**src/rtl/adm2_pkg.sv**
```systemverilog
package adm2_pkg;
  localparam int KW   = 16;   // width of a Q4.12 constant
  localparam int FRAC = 12;   // fractional bits of a constant

  typedef struct packed {
    logic sgn;  // 1 = direction +1
    logic mag;  // 1 = step grows
  } adm2_code_t;
endpackage

```
**src/rtl/adm2_qmul.sv**
```systemverilog
// Rounded, saturating product of an unsigned fixed-point constant and a step.
module adm2_qmul #(
  parameter int VW   = 16,
  parameter int KW   = adm2_pkg::KW,
  parameter int FRAC = adm2_pkg::FRAC
) (
  input  logic [KW-1:0] k,
  input  logic [VW-1:0] v,
  output logic [VW-1:0] p
);
  localparam int PW = KW + VW + 1;
  localparam logic [PW-1:0] HALF = PW'(1) << (FRAC - 1);

  logic [PW-1:0] full;
  logic [PW-1:0] shr;
  logic          ovf;

  always_comb begin
    full = PW'(k) * PW'(v) + HALF;
    shr  = full >> FRAC;
    ovf  = |shr[PW-1:VW];
    p    = ovf ? {VW{1'b1}} : shr[VW-1:0];
  end
endmodule

```
**src/rtl/adm2_step_adapt.sv**
```systemverilog
// Step adaptation: memory factor, look-ahead comparison, boost, clamp.
module adm2_step_adapt #(
  parameter int SW = 16,
  parameter int CW = 17
) (
  input  logic [SW-1:0]              step_prev,
  input  logic [CW-1:0]              err_abs,
  input  logic                       same_dir,
  input  logic                       mag_prev,
  input  logic [adm2_pkg::KW-1:0]    k_alpha,
  input  logic [adm2_pkg::KW-1:0]    k_alpha_inv,
  input  logic [adm2_pkg::KW-1:0]    k_beta,
  input  logic [adm2_pkg::KW-1:0]    k_beta_inv,
  input  logic [adm2_pkg::KW-1:0]    k_gamma,
  input  logic [adm2_pkg::KW-1:0]    k_thresh,
  input  logic [SW-1:0]              step_min,
  input  logic [SW-1:0]              step_max,
  output logic                       mag_bit,
  output logic [SW-1:0]              step_next
);
  logic [adm2_pkg::KW-1:0] k_mem, k_look;
  logic [SW-1:0] d1, thr, d2, d2_boost, d3;

  assign k_mem = same_dir ? k_alpha : k_alpha_inv;

  adm2_qmul #(.VW(SW)) u_mem   (.k(k_mem),    .v(step_prev), .p(d1));
  adm2_qmul #(.VW(SW)) u_thr   (.k(k_thresh), .v(d1),        .p(thr));

  assign mag_bit = err_abs >= CW'(thr);
  assign k_look  = mag_bit ? k_beta : k_beta_inv;

  adm2_qmul #(.VW(SW)) u_look  (.k(k_look),   .v(d1),        .p(d2));
  adm2_qmul #(.VW(SW)) u_boost (.k(k_gamma),  .v(d2),        .p(d2_boost));

  assign d3 = (!mag_bit && !mag_prev) ? d2_boost : d2;

  always_comb begin
    if (d3 < step_min)      step_next = step_min;
    else if (d3 > step_max) step_next = step_max;
    else                    step_next = d3;
  end
endmodule

```
**src/rtl/adm2_encoder.sv**
```systemverilog
module adm2_encoder #(
  parameter int DW = 16,
  parameter int SW = 16
) (
  input  logic                          clk,
  input  logic                          rst,
  input  logic [SW-1:0]                 init_step,
  input  logic [SW-1:0]                 step_min,
  input  logic [SW-1:0]                 step_max,
  input  logic [adm2_pkg::KW-1:0]       k_alpha,
  input  logic [adm2_pkg::KW-1:0]       k_alpha_inv,
  input  logic [adm2_pkg::KW-1:0]       k_beta,
  input  logic [adm2_pkg::KW-1:0]       k_beta_inv,
  input  logic [adm2_pkg::KW-1:0]       k_gamma,
  input  logic [adm2_pkg::KW-1:0]       k_thresh,
  input  logic                          smp_valid,
  input  logic signed [DW-1:0]          smp_in,
  output logic                          code_valid,
  output logic                          code_sign,
  output logic                          code_mag
);
  localparam int EW = DW + 1;
  localparam int CW = (EW > SW) ? EW : SW;
  localparam int YW = ((DW > SW) ? DW : SW) + 2;
  localparam logic signed [YW-1:0] YMAX = {{(YW-DW+1){1'b0}}, {(DW-1){1'b1}}};
  localparam logic signed [YW-1:0] YMIN = {{(YW-DW+1){1'b1}}, {(DW-1){1'b0}}};

  logic signed [DW-1:0] pred_q;
  logic [SW-1:0]        step_q;
  logic                 dir_prev_q, mag_prev_q;
  adm2_pkg::adm2_code_t code_q;
  logic                 valid_q;

  logic signed [EW-1:0] err;
  logic [EW-1:0]        err_abs;
  logic                 dir_now, mag_now;
  logic [SW-1:0]        step_next;
  logic signed [YW-1:0] pred_ext, step_ext, pred_sum;
  logic signed [DW-1:0] pred_next;

  always_comb begin
    err     = EW'(smp_in) - EW'(pred_q);
    dir_now = ~err[EW-1];
    err_abs = err[EW-1] ? EW'(-err) : EW'(err);
  end

  adm2_step_adapt #(.SW(SW), .CW(CW)) u_adapt (
    .step_prev   (step_q),
    .err_abs     (CW'(err_abs)),
    .same_dir    (dir_now == dir_prev_q),
    .mag_prev    (mag_prev_q),
    .k_alpha     (k_alpha),
    .k_alpha_inv (k_alpha_inv),
    .k_beta      (k_beta),
    .k_beta_inv  (k_beta_inv),
    .k_gamma     (k_gamma),
    .k_thresh    (k_thresh),
    .step_min    (step_min),
    .step_max    (step_max),
    .mag_bit     (mag_now),
    .step_next   (step_next)
  );

  always_comb begin
    pred_ext = YW'(pred_q);
    step_ext = YW'($signed({1'b0, step_next}));
    pred_sum = dir_now ? (pred_ext + step_ext) : (pred_ext - step_ext);
    if (pred_sum > YMAX)      pred_next = YMAX[DW-1:0];
    else if (pred_sum < YMIN) pred_next = YMIN[DW-1:0];
    else                      pred_next = pred_sum[DW-1:0];
  end

  always_ff @(posedge clk) begin
    if (rst) begin
      pred_q     <= '0;
      step_q     <= init_step;
      dir_prev_q <= 1'b1;
      mag_prev_q <= 1'b1;
      code_q     <= '0;
      valid_q    <= 1'b0;
    end else begin
      valid_q <= smp_valid;
      if (smp_valid) begin
        pred_q     <= pred_next;
        step_q     <= step_next;
        dir_prev_q <= dir_now;
        mag_prev_q <= mag_now;
        code_q     <= '{sgn: dir_now, mag: mag_now};
      end
    end
  end

  assign code_valid = valid_q;
  assign code_sign  = code_q.sgn;
  assign code_mag   = code_q.mag;
endmodule

```
**config.mk**
```make
export PLATFORM = sky130hd
export DESIGN_NAME = adm2_encoder
export DESIGN_NICKNAME = d
export VERILOG_FILES = /design/src/rtl/adm2_pkg.sv /design/src/rtl/adm2_qmul.sv /design/src/rtl/adm2_step_adapt.sv /design/src/rtl/adm2_encoder.sv
export SDC_FILE = /design/constraint.sdc
export NUM_CORES = 2
export LEC_CHECK = 0
export BUFFER_PORTS_ARGS = -buffer_cell sky130_fd_sc_hd__buf_2
export CAP_MARGIN = 20
export CORE_MARGIN = 10
export CORE_UTILIZATION = 60
export CTS_CLUSTER_SIZE = 25
export DETAILED_ROUTE_END_ITERATION = 12
export HOLD_SLACK_MARGIN = 0.06
export PLACE_DENSITY = 0.77
export SLEW_MARGIN = 20
export SYNTH_ARGS = -nofsm -noshare
export SYNTH_HDL_FRONTEND = slang
export SYNTH_HIERARCHICAL = 1
export SYNTH_SLANG_ARGS = --single-unit
```
**constraint.sdc**
```tcl
create_clock -name clk -period 103.1 [get_ports clk]
set_input_delay 0 -clock clk [delete_from_list [all_inputs] [get_ports clk]]
set_output_delay 0 -clock clk [all_outputs]
set_load 0.1 [all_outputs]
```
## After elaboration in Yosys (flattened, before gate mapping)

Index checks and enable logic that the tools add are counted.

- Bits in registers: 37
- Bits in latches: 0
- Memory bits (writable): 0
- Bits in read-only memories: 0
- Input bits: 163
- Logic and storage cells: 49
- Memories kept: 0

- Add/sub/neg operators: 8
- $mul: 4
- Divide/modulo/power cells: 0
- Magnitude comparators: 5
- Equal/unequal tests: 1
- Shifts and indexed selects: 0
- Mux-type cells: 15
- Bitwise logic cells: 1
- Reductions and logical operators: 8

Operator list:

| kind | number |
|---|---|
| $mux W16 | 13 |
| $add A32 B12 Y33 const B | 4 |
| $mul A16 B16 Y32 | 4 |
| $reduce_or A5 Y1 | 4 |
| $add A16 B17 Y18 | 1 |
| $gt A18 B16 Y1 const B | 1 |
| $lt A18 B16 Y1 const B | 1 |
| $mux W18 | 1 |
| $sub A16 B17 Y18 | 1 |
| $ge A17 B16 Y1 | 1 |
| $mux W17 | 1 |
| $neg A17 Y17 | 1 |
| $sub A16 B16 Y17 | 1 |
| $gt A16 B16 Y1 | 1 |
| $lt A16 B16 Y1 | 1 |
| $logic_not A1 Y1 | 2 |
| $reduce_bool A2 Y1 | 1 |
| $eq A1 B1 Y1 | 1 |
| $logic_and A1 B1 Y1 | 1 |
| $not A1 Y1 | 1 |

## Logic depth before layout (Yosys ltp)

- Word-level depth: 31
- Gate-level depth with buffers: 145

## Cells and area by module

Netlist, hierarchy kept.

By module, submodules not included:

| module | times used | cells an instance | area an instance (um2) | sequential area each (um2) |
|---|---|---|---|---|
| adm2_qmul at u_adapt.u_look ... | 2 | 1028 | 8874.8 | 0.0 |
| adm2_qmul at u_adapt.u_boost | 1 | 1067 | 9246.4 | 0.0 |
| adm2_qmul at u_adapt.u_thr | 1 | 1050 | 8957.3 | 0.0 |
| adm2_encoder | 1 | 443 | 3768.6 | 900.9 |
| adm2_step_adapt | 1 | 251 | 2147.1 | 0.0 |

## Worst setup path after synthesis

No wires, ideal clock.

- Kind: reg-to-reg
- Start point: register pred_q[0]
- End point: register pred_q[10]
- Library setup time: 0.123 ns
- Arrival time: 33.472 ns
- Required time: 102.977 ns
- Setup slack: 69.506 ns
- Stages on the path, launching flop included: 136
- Buffers on the path: 17
- Period minus slack after synthesis: 33.594 ns
- Path through: dfxtp_1 ha_1 inv_1 fa_1 a211oi_1 nor3_1 o22ai_1 o21ai_1 o21a_1 buf_1 xnor2_1 clkbuf_1 clkbuf_1 mux2_2 clkbuf_1 and2_1 fa_1 inv_1 (+100 left out) a21oi_2 buf_2 mux2i_1 mux2i_1 or3_1 or4_4 o31ai_1 xor2_1 ha_1 a21oi_1 a21boi_0 a311oi_1 nand2_1 a221oi_1 xnor3_2 a21oi_4 buf_6 a221o_2

- Longest elaborated chain between the ends: 31
- Elaborated cells on any way between the ends: 38
- Those cells by class: add/sub (8); mul (4); order compare (5); eq/ne (1); mux (13); bitwise (1); reduce/logical (6)

RTL lines:

| item | RTL line | source |
|---|---|---|
| start: declaration | adm2_encoder.sv:28 | `logic signed [DW-1:0] pred_q;` |
| start signal: assignment | adm2_encoder.sv:84 | `pred_q <= pred_next;` |
| $sub A16 B16 Y17 (*) | adm2_encoder.sv:42 | `err = EW'(smp_in) - EW'(pred_q);` |
| $not A1 Y1 (*) | adm2_encoder.sv:43 | `dir_now = ~err[EW-1];` |
| $eq A1 B1 Y1 (*) | adm2_encoder.sv:50 | `.same_dir (dir_now == dir_prev_q),` |
| $mux W16 (*) | adm2_step_adapt.sv:24 | `assign k_mem = same_dir ? k_alpha : k_alpha_inv;` |
| named net u_adapt.k_mem, one bit | adm2_step_adapt.sv:21 | `logic [adm2_pkg::KW-1:0] k_mem, k_look;` |
| $mul A16 B16 Y32 (*) | adm2_qmul.sv:19 | `full = PW'(k) * PW'(v) + HALF;` |
| $add A32 B12 Y33 (*) | adm2_qmul.sv:19 |  |
| $reduce_or A5 Y1 | adm2_qmul.sv:21 | `ovf = \|shr[PW-1:VW];` |
| (+1 left out) | -- |  |
| named net u_adapt.d1[4] | adm2_step_adapt.sv:22 | `logic [SW-1:0] d1, thr, d2, d2_boost, d3;` |
| (+4 left out) | -- |  |
| named net u_adapt.thr[12] | adm2_step_adapt.sv:22 |  |
| (+1 left out) | -- |  |
| named net mag_now | adm2_encoder.sv:36 | `logic dir_now, mag_now;` |
| (+1 left out) | -- |  |
| named net u_adapt.k_look, one bit | adm2_step_adapt.sv:21 |  |
| (+4 left out) | -- |  |
| named net u_adapt.d2[6] | adm2_step_adapt.sv:22 |  |
| (+4 left out) | -- |  |
| named net u_adapt.d2_boost[13] | adm2_step_adapt.sv:22 |  |
| (+2 left out) | -- |  |
| $mux W16 | adm2_step_adapt.sv:39 | `else if (d3 > step_max) step_next = step_max;` |
| $mux W16 (*) | adm2_step_adapt.sv:38 | `if (d3 < step_min) step_next = step_min;` |
| named net step_next[6] | adm2_encoder.sv:37 | `logic [SW-1:0] step_next;` |
| $add A16 B17 Y18 / $sub A16 B17 Y18 (equally long branches) | adm2_encoder.sv:67 | `pred_sum = dir_now ? (pred_ext + step_ext) : (pred_ext - step_ext);` |
| $mux W18 (*) | adm2_encoder.sv:67 |  |
| $lt A18 B16 Y1 | adm2_encoder.sv:69 | `else if (pred_sum < YMIN) pred_next = YMIN[DW-1:0];` |
| $mux W16 | adm2_encoder.sv:69 |  |
| $mux W16 (*) | adm2_encoder.sv:68 | `if (pred_sum > YMAX) pred_next = YMAX[DW-1:0];` |

Mark *: on every way through the listed nets, which the timed path passes. The rest lies on a longest branch.
A chain may end at the register's enable or synchronous reset.

## Final worst setup path

- Start point: register pred_q[0]
- End point: register pred_q[8]

The elaborated chain is that of the path after synthesis.

==> results.sh <==
export IMPL_status="complete, no violations"
export IMPL_r2r_slack_ps=64730
export IMPL_cts_buffers_inserted=5
export IMPL_crit_required_ps=103340
export IMPL_die_h_um=284
export IMPL_clock_skew_ps=6.30
export IMPL_timing_hold_violations_final=0
export IMPL_fin_cells=5798
export IMPL_setup_tns_final_ps=0
export IMPL_worst_path_buf_inv=18
export IMPL_fillCellCount=6027
export IMPL_cp_slowest_cell="nand4_1"
export IMPL_antenna_found_initial=9
export IMPL_cp_top_family="adder cells"
export IMPL_drt_iter0_drc=2554
export IMPL_hold_path_class="primary input to flop"
export IMPL_die_x_um=284
export IMPL_slew_headroom=0.253
export IMPL_multi_input_area_um2=36300
export IMPL_nets=6351
export IMPL_grt_setup_unrepaired="no"
export IMPL_synth_edff_count=16
export IMPL_h_tree_depth=2
export IMPL_initial_core_util=0.607
export IMPL_critPathMaxStageDelay_ps=1020
export IMPL_wl_per_cell_um=19.2
export IMPL_end_kind="flop"
export IMPL_firstDrtPassIters=6
export IMPL_num_rows=96
export IMPL_gp_congestion=0.975
export IMPL_synth_fp_nets=6354
export IMPL_whs_ps=69.7
export IMPL_grt_pass1_vias=36000
export IMPL_min_period_ps=38370
export IMPL_slew_viol_final=0
export IMPL_async_reset_ff_frac=0
export IMPL_cp_start_kind="flop"
export IMPL_cp_max_fo=32
export IMPL_fin_crit_sh=0.372
export IMPL_finish_utilization=0.629
export IMPL_cts_root_buffer="clkbuf_16"
export IMPL_ys_seq_area_frac=0.0215
export IMPL_grt_pass1_wl_mm=185
export IMPL_dp_cells=5787
export IMPL_cts_tree="yes"
export IMPL_io_pin_count=166
export IMPL_yosysWarnings=6
export IMPL_dp_hpwl_mm=89.9
export IMPL_clkTransAtPathRegs_ps=60
export IMPL_die_area_um2=80700
export IMPL_grt_max_degree=33
export IMPL_synthFlopType="dfxtp_1"
export IMPL_drive_gt1_frac=0.0765
export IMPL_cp_arrival_ps=38610
export IMPL_setup_violations_final=0
export IMPL_ys_types=106
export IMPL_drc=0
export IMPL_drt_vias_per_instance=5.76
export IMPL_fmaxAchievable_ghz=0.0261
export IMPL_grt_overflow_total=0
export IMPL_worst_slew_pin_transition_ps=1110
export IMPL_synthToLayoutAreaGrowth_pct=3.52
export IMPL_synth_area_um2=41900
export IMPL_clock_latency_ps=300
export IMPL_cts_repair_resized=0
export IMPL_fp_coreArea_um2=68900
export IMPL_syn_instance_count=4867
export IMPL_maxCapViolCount=0
export IMPL_ys_ff_latch=37
export IMPL_gr_usage_all_layers=0.277
export IMPL_cp_common_cell="fa_1"
export IMPL_post_cts_buffers=0
export IMPL_cts_buffer_depth=2
export IMPL_cts_sinks=37
export IMPL_crit_type="flop to flop"
export IMPL_ant_nets=0
export IMPL_drt_wl_total_mm=111
export IMPL_regArea_um2=901
export IMPL_numPortBuffers=165
export IMPL_avgSynthCellArea_um2=8.60
export IMPL_num_vias=33400
cells by family (layout without fill, tap and decap cells):
family                     after synthesis  after routing  share of synthesized area
other                                    0              2                          0
buffers and inverters                 1210           1208                      0.112
adders and majority gates             1324           1324                      0.536
muxes                                  103            103                     0.0266
and+or+nand+nor                       1541           1541                      0.191
AOI/OAI and AO/OA                      533            533                     0.0878
xor gates and xnor gates               119            119                     0.0253
DFF                                     37             37                     0.0215
path summary, 6_finish.rpt:
kind                              startpoint         end  cells past startpoint
worst max-delay path               pred_q[0]   pred_q[8]                    118
worst min-delay path            init_step[9]   step_q[9]                      2
worst min register to register    mag_prev_q  mag_prev_q                      1
worst max register to register     pred_q[0]   pred_q[8]                    118
timing repair:
item | 4_1_cts | 5_1_grt
setup endpoints to repair | 0 | 0
hold buffers | 1 | 0
hold endpoints to repair | 1 | 0
metrics by stage:
step / area, µm² / setup WS [ps]
3_3_place_gp: 43100 / 65340
2_1_floorplan: 41900 / 69510
3_5_place_dp: 43100 / 64800
6_report: 43300 / 64730
4_1_cts: 43300 / 64650
5_1_grt: 43300 / 62650
registers in the layout (all words and copies together) (netlist names):
register / cells
mag_prev_q: 1
step_q: 16
code_valid: 1
code_mag: 1
pred_q: 16
code_sign: 1
dir_prev_q: 1
routing by layer:
layer,wire [µm],vias to the layer above,track usage
met5,20,-,0
met1,46300,16600,0.363
li1,-,15200,-
met4,3600,2,0.0864
met2,53200,1397,0.469
met3,8050,249,0.0406
cell type report:
type | instances | area share
flip-flops and latches | 37 | 0.0208
clock buffers | 6 | 0.00300
repair buffers | 184 | 0.0224
well taps | 931 | 0.0269
multi-input cells | 3620 | 0.838
clock inverters | 2 | 0.000895
diodes | 2 | 0.000115
inverters | 1016 | 0.0880
cells in the final DEF (no fill, tap or decap), types with 16 or more instances in the layout:
| cell type | n |
|---|---|
| xnor2_1 | 60 |
| inv_1 | 1016 |
| mux2_2 | 61 |
| xor2_1 | 57 |
| a211oi_1 | 23 |
| nand2_1 | 600 |
| nand2_2 | 20 |
| buf_4 | 18 |
| nor2b_1 | 20 |
| and2_1 | 549 |
| o21a_1 | 18 |
| a21o_1 | 41 |
| buf_2 | 165 |
| dfxtp_1 | 21 |
| nand3_1 | 55 |
| o21bai_1 | 26 |
| nand4_1 | 46 |
| edfxtp_1 | 16 |
| a21oi_1 | 157 |
| ha_1 | 542 |
| nor2_1 | 108 |
| mux2i_1 | 39 |
| a31oi_1 | 16 |
| nor3_1 | 30 |
| o21ai_0 | 91 |
| fa_1 | 782 |
synth_stat cells (39+ instances only):
| library cell | count | area (µm²) |
|---|---|---|
| a21oi_1 | 157 | 786 |
| inv_1 | 1016 | 3810 |
| xnor2_1 | 61 | 534 |
| clkbuf_1 | 159 | 597 |
| xor2_1 | 57 | 499 |
| a21o_1 | 41 | 308 |
| mux2_2 | 61 | 687 |
| fa_1 | 782 | 15700 |
| nand2_1 | 600 | 2250 |
| o21ai_0 | 94 | 470 |
| nand3_1 | 55 | 275 |
| nor2_1 | 108 | 405 |
| mux2i_1 | 39 | 390 |
| nand4_1 | 46 | 288 |
| ha_1 | 542 | 6780 |
| and2_1 | 549 | 3430 |
Power is not shown: default switching activity piles up to over one toggle a cycle in this logic, so the estimate is an artifact.
